File: src/rtl/dac_serial_loader.sv
module dac_serial_loader #(
  parameter int WORD_W = 16,
  parameter int CODE_W = 12,
  parameter int SYNC_STAGES = 2
) (
  input  logic              clk,
  input  logic              rst_n,
  input  logic              sync_n,
  input  logic              sclk,
  input  logic              sdin,
  output logic              sdout,
  output logic [CODE_W-1:0] dac_code
);
  localparam int CTRL_W = WORD_W - CODE_W;
  localparam int CNT_W  = $clog2(WORD_W + 1);
  localparam logic [CTRL_W-1:0] CMD_RISE = CTRL_W'(7);
  localparam logic [CTRL_W-1:0] CMD_FALL = CTRL_W'(11);
  localparam logic [CNT_W-1:0]  FULL     = CNT_W'(WORD_W);

  logic [SYNC_STAGES-1:0] sck_p, frm_p, din_p;
  logic sck_q, frm_q, rise_mode;
  logic [WORD_W-1:0] sreg;
  logic [CNT_W-1:0]  cnt;

  wire sck = sck_p[SYNC_STAGES-1];
  wire frm = frm_p[SYNC_STAGES-1];
  wire din = din_p[SYNC_STAGES-1];
  wire sck_rise  = sck & ~sck_q;
  wire sck_fall  = ~sck & sck_q;
  wire cap_edge  = ~frm & (rise_mode ? sck_rise : sck_fall);
  wire ret_edge  = ~frm & (rise_mode ? sck_fall : sck_rise);
  wire frame_end = frm & ~frm_q;
  wire [CTRL_W-1:0] ctrl = sreg[WORD_W-1:CODE_W];

  always_ff @(posedge clk or negedge rst_n) begin
    if (!rst_n) begin
      sck_p <= '0;
      frm_p <= '1;
      din_p <= '0;
      sck_q <= 1'b0;
      frm_q <= 1'b1;
    end else begin
      sck_p <= {sck_p[SYNC_STAGES-2:0], sclk};
      frm_p <= {frm_p[SYNC_STAGES-2:0], sync_n};
      din_p <= {din_p[SYNC_STAGES-2:0], sdin};
      sck_q <= sck;
      frm_q <= frm;
    end
  end

  always_ff @(posedge clk or negedge rst_n) begin
    if (!rst_n) begin
      sreg <= '0;
      cnt  <= '0;
    end else if (frm) begin
      cnt <= '0;
    end else if (cap_edge) begin
      sreg <= {sreg[WORD_W-2:0], din};
      if (cnt != FULL) cnt <= cnt + 1'b1;
    end
  end

  always_ff @(posedge clk or negedge rst_n) begin
    if (!rst_n) sdout <= 1'b0;
    else if (ret_edge) sdout <= sreg[WORD_W-1];
  end

  always_ff @(posedge clk or negedge rst_n) begin
    if (!rst_n) begin
      dac_code  <= '0;
      rise_mode <= 1'b0;
    end else if (frame_end && cnt == FULL) begin
      dac_code <= sreg[CODE_W-1:0];
      if (ctrl == CMD_RISE) rise_mode <= 1'b1;
      else if (ctrl == CMD_FALL) rise_mode <= 1'b0;
    end
  end
endmodule


File: config.mk
export PLATFORM = sky130hd
export DESIGN_NAME = dac_serial_loader
export DESIGN_NICKNAME = d
export VERILOG_FILES = /design/src/rtl/dac_serial_loader.sv
export SDC_FILE = /design/constraint.sdc
export NUM_CORES = 1
export LEC_CHECK = 0
export BUFFER_PORTS_ARGS = -buffer_cell sky130_fd_sc_hd__buf_2
export CORE_MARGIN = 2
export CORE_UTILIZATION = 57
export CTS_CLUSTER_SIZE = 30
export DETAILED_ROUTE_END_ITERATION = 8
export GPL_TIMING_DRIVEN = 0
export MAX_ROUTING_LAYER = met4
export PLACE_DENSITY = 0.75
export SLEW_MARGIN = 0
export SYNTH_ARGS = -nofsm -noshare
export SYNTH_HDL_FRONTEND = slang
export SYNTH_SLANG_ARGS = --single-unit
File: constraint.sdc
create_clock -name clk -period 1.9 [get_ports clk]
set_input_delay 0.095 -clock clk [delete_from_list [all_inputs] [get_ports clk]]
set_output_delay 0.095 -clock clk [all_outputs]
set_load 0.05 [all_outputs]
Word-level counts from Yosys, hierarchy flattened. Index checks and enable logic that the tools add are counted.

Register bits: 43. Bits of input ports: 5. Output and inout bits: 13. Word-level logic and storage cells: 38.

Add/subtract/negate cells: 1. Equality and inequality tests: 4. Multiplexer cells: 7. Bitwise logic cells: 9. Reduce and logical (&&, ||, !) cells: 7.

Operators with widths (count): $mux W5 (3); $reduce_and A2 Y1 (3); $reduce_bool A2 Y1 (3); $add A5 B1 Y5 const B (1); $and A1 B1 Y1 (5); $eq A5 B5 Y1 const B (1); $ne A5 B5 Y1 const B (1); $eq A4 B3 Y1 const B (1); $eq A4 B4 Y1 const B (1); $mux W1 (4); $not A1 Y1 (4); $logic_and A1 B1 Y1 (1).

Logic depth before layout (Yosys ltp).
Depth in word-level cells: 6. Depth in mapped cells: 6. Mapped depth without buffers: 5.

Least setup slack after synthesis. Ideal clock, no wire load.

Path kind: register to register. Start point: register sck_p[1]. End point: register sreg[10]. Library setup time: 0.125 ns. Arrival time: 1.562 ns. Path slack: 0.213 ns. Stages on the path, launching flop included: 5. Period minus slack after synthesis: 1.687 ns. Cell sequence: dfrtp_1 or3b_4 a21oi_4 buf_12 mux2_4.

Word-level cells in the longest chain between the ends: 5.

RTL lines: start: declaration (line 20) `logic [SYNC_STAGES-1:0] sck_p, frm_p, din_p;`; start signal: assignment (line 43) `sck_p <= {sck_p[SYNC_STAGES-2:0], sclk};`; $not A1 Y1 (line 29) `wire sck_fall = ~sck & sck_q;`; $and A1 B1 Y1 (line 29); $mux W1 * (line 30) `wire cap_edge = ~frm & (rise_mode ? sck_rise : sck_fall);`; $and A1 B1 Y1 * (line 30); $reduce_and A2 Y1 (no source line) *; end signal: assignment (line 58) `sreg <= {sreg[WORD_W-2:0], din};`; end: declaration (line 22) `logic [WORD_W-1:0] sreg;`.

Every way passes the cells marked *; elsewhere a longest branch is shown, timed or not. A chain may end at the register's enable or synchronous reset.

Worst setup path in the final report.
Start point: register sck_p[1]. End point: register sreg[11].

Same word-level chain as after synthesis.

==> summary.md <==
| Metric | Value |
|---|---|
| CTS Buf Count | `5` |
| Yosys cell types | `28` |
| H-tree lvl count | `2` |
| Synth Register Bits | `43` |
| Slew @ Worst Pin | `around 0.89 ns` |
| Worst min path class | `reg -> reg` |
| Mux contribution to synthesized area | `0.234` |
| Hold path depth | `0` |
| Worst-Skew Late Latency | `approximately 0.34 ns` |
| Peak Freq | `between 0.5 and 0.6 GHz` |
| # IOs | `18` |
| Worst relative slew slack | `0.408` |
| Crit-path slowest cell | `dfrtp_1` |
| Total of max-cap violations | `0` |
| Post-Synth Adder-Cell Area | `0.0141` |
| Drt drc | `0` |
| 1st-iter DRT viols | `15` |
| RSZ-0062 raised after global routing | `no` |
| Detail Placement HPWL | `between 1.5 and 2 mm` |
| ANT nets after route | `0` |
| Crit path kind | `reg -> reg` |
| GRT Residual Overflow | `0` |
| Hold Fails Final Rpt | `0` |
| Vias in the first global route | `about 950` |
| Total Nets Final | `about 150` |
| Post-synthesis xor/xnor area fraction | `0` |
| Routed wire length per instance | `approximately 15 um` |
| Post-synth EDFFs | `0` |
| Crit Reg-Reg Endpoint | `sreg[11]` |
| Main synth FF type | `dfrtp_1` |
| Chip height | `between 50 and 60 um` |
| VDD IR max | `0.587 mV` |
| FFs w/ async S/R, synth | `1.00` |
| Site Rows | `20` |
| TritonRoute pass-1 iters | `2` |
| Final period utilization | `0.964` |
| Final Max Slew Viols | `0` |
| Core Region | `between 3000 and 4000 sq um` |
| Yosys warning count | `0` |
| Minimum clock period after layout | `roughly 1.8 ns` |
| Worst setup SP type | `flop` |
| Crit path buf inv count | `1` |
| FF-to-FF Start | `sck_p[1]` |
| CTS tree | `yes` |
| Simple-gate portion of the synthesized area | `0.0749` |
| Compound-gate portion of the synthesized area | `0.0388` |
| CP delay by family, top | `flip-flops` |
| Final core utilization | `0.664` |
| Static leakage | `0.000978 uW` |
| Via count | `968` |
| IO Port Bufs | `17` |
| Clock sink count | `between 40 and 50` |
| Largest family of logic cells by synthesized area | `multiplexers` |
| Final WL | `around 2.6 mm` |
| Syn avg cell area | `15.1 sq um` |
| Min-delay src | `sck_p[0]` |
| Die width | `around 60 um` |
| CP peak stage delay | `roughly 0.46 ns` |
| Crit-path max FO | `10` |
| CTS max path bufs | `2` |
| DR vias/cell | `~5.4` |
| Sequential-to-total area share from yosys stat | `0.609` |
| Routability congestion estimate | `roughly 0.76` |
| Worst-case clock skew | `between 0.003 and 0.004 ns` |
| Area Overhead vs Synth | `12.6%` |
| Mapped Cells | `about 120` |
| Cells on worst reg2reg path | `4` |
| Die area | `~3600 sq um` |
| Largest net degree at the start of global routing | `44` |
| First-pass GRT wire length | `roughly 4.4 mm` |
| Total GRT Usage | `0.177` |
| Worst Hold Endpoint | `sck_p[1]` |
| Critical path data required time | `roughly 2.1 ns` |
| Synthesized cell area | `roughly 1800 sq um` |
| R2r setup slk | `0.07 ns` |
| Worst path cell trace | `or3b_4, a21oi_4, buf_12, mux2_4` |
| Layout cell share with drive strength beyond 1 | `0.438` |
| Final Setup Violations | `0` |
| Antenna cells | `0` |
| Initial Util | `0.590` |
| Clk slew on worst S/H paths | `0.12 ns` |
| Setup Buffers After CTS | `0` |
| Initial antenna violation count | `0` |
| Setup_tns | `0 ns` |
| CP Capture Type | `flop` |
| WP data arrival | `2.07 ns` |
| PwrDens | `just over 800 nW/um^2` |
| Clock Root Buffer | `clkbuf_4` |
| Syn nets | `about 120` |
| Status | `finished clean` |
[final cells by class]
class,instances,area (sq um)
Tap cell,33,41.3
Buffer,3,31.3
Multi-Input combinational cell,65,641
Inverter,6,22.5
Fill cell,235,1010
Timing Repair Buffer,21,125
Sequential cell,43,1080
Clock inverter,2,12.5
Clock buffer,6,41.3
[metrics by stage]
stage	hold WS (ns)	std cells	setup slack, ns	power [uW]	instance area, sq um
floorplan	-0.201	117	0.213	1190	1770
global placement	0.202	167	0.114	1230	1900
detailed placement	0.205	167	0.0443	1250	1900
CTS	0.362	179	0.0313	1680	1990
global route	0.353	179	0.00220	1750	1990
finish	0.362	179	0.0692	1650	1990
[layout by cell type (no fill, tap or decap)]
cell,count
dlygate4sd3_1,4
nor3_1,1
and4bb_2,1
dfstp_2,3
clkinv_2,1
mux2i_1,2
a211oi_1,2
clkinvlp_4,1
and4b_1,1
mux2_2,23
or3b_4,1
buf_2,17
nand3_1,1
nor2b_1,3
buf_12,1
buf_4,1
clkbuf_4,5
a21oi_1,3
nand4b_1,1
a31oi_1,1
dfrtp_1,40
clkbuf_1,2
nand2b_1,2
nand4bb_1,1
nor2_1,5
a21oi_4,1
nand2_1,1
o21a_1,1
inv_1,6
a2bb2oi_1,1
nand3b_1,2
ha_1,2
mux2_4,9
[cell usage after synthesis, types with 2 or more instances]
cell       n  area, sq um
nor2_1     5         18.8
dfrtp_1   40         1000
nand3b_1   2         15.0
dfstp_2    3         78.8
mux2_2    23          259
ha_1       2         25.0
nand2b_1   2         12.5
a21oi_1    3         15.0
inv_1      6         22.5
mux2_4     9          135
nor2b_1    3         18.8
mux2i_1    2         20.0
a211oi_1   2         15.0
[layer usage]
layer	GRT usage	share of wire	up-vias
met1	0.218	0.45	480
met5	-	0	-
li1	-	-	470
met4	0.0667	0.011	0
met2	0.273	0.50	14
met3	0.0584	0.033	4
[where the power goes]
part           total, uW  internal, uW  switching (uW)
Combinational        159           102            56.1
Sequential          1070          1010            68.8
Clock                420           143             277
Total               1650          1250             402
[worst max-delay path by stage]
stage / startpoint / end / depth (start not counted) / slack, ns
after global placement: sck_p[1] / sreg[13] / 4 / 0.11
after detailed placement: cnt[0] / dac_code[8] / 6 / 0.04
after global routing: sck_p[1] / sreg[13] / 4 / 0.002
after floorplan: sck_p[1] / sreg[10] / 4 / 0.21
final: sck_p[1] / sreg[11] / 4 / 0.07
after CTS: cnt[0] / dac_code[2] / 6 / 0.03
[cell families (layout without fill, tap and decap cells)]
kind of cell             count (synthesis)  in the layout
adder cells (fa/ha/maj)                  2              2
buffers and inverters                    9             38
multiplexers                            34             34
flip-flops                              43             43
AO/OA/AOI/OAI                            9              9
AND/OR/NAND/NOR                         20             20
[registers in the layout, summed over array words and instances, names as in the netlist, 2 cells and up]
name	flops
dac_code	12
sreg	16
sck_p	2
frm_p	2
din_p	2
cnt	5
[worst reg2reg max path, cell delays in order, from the launching register on]
cell,delay [ns]
dfrtp_1,0.46
or3b_4,0.45
a21oi_4,0.31
buf_12,0.20
mux2_4,0.31
[timing repair]
action,in CTS,in global routing
hold buffers,4,0
resized for setup,0,2
setup endpoints to repair,0,10
endpoints found under the hold margin,43,0
Power figures use the tool's default switching activity.
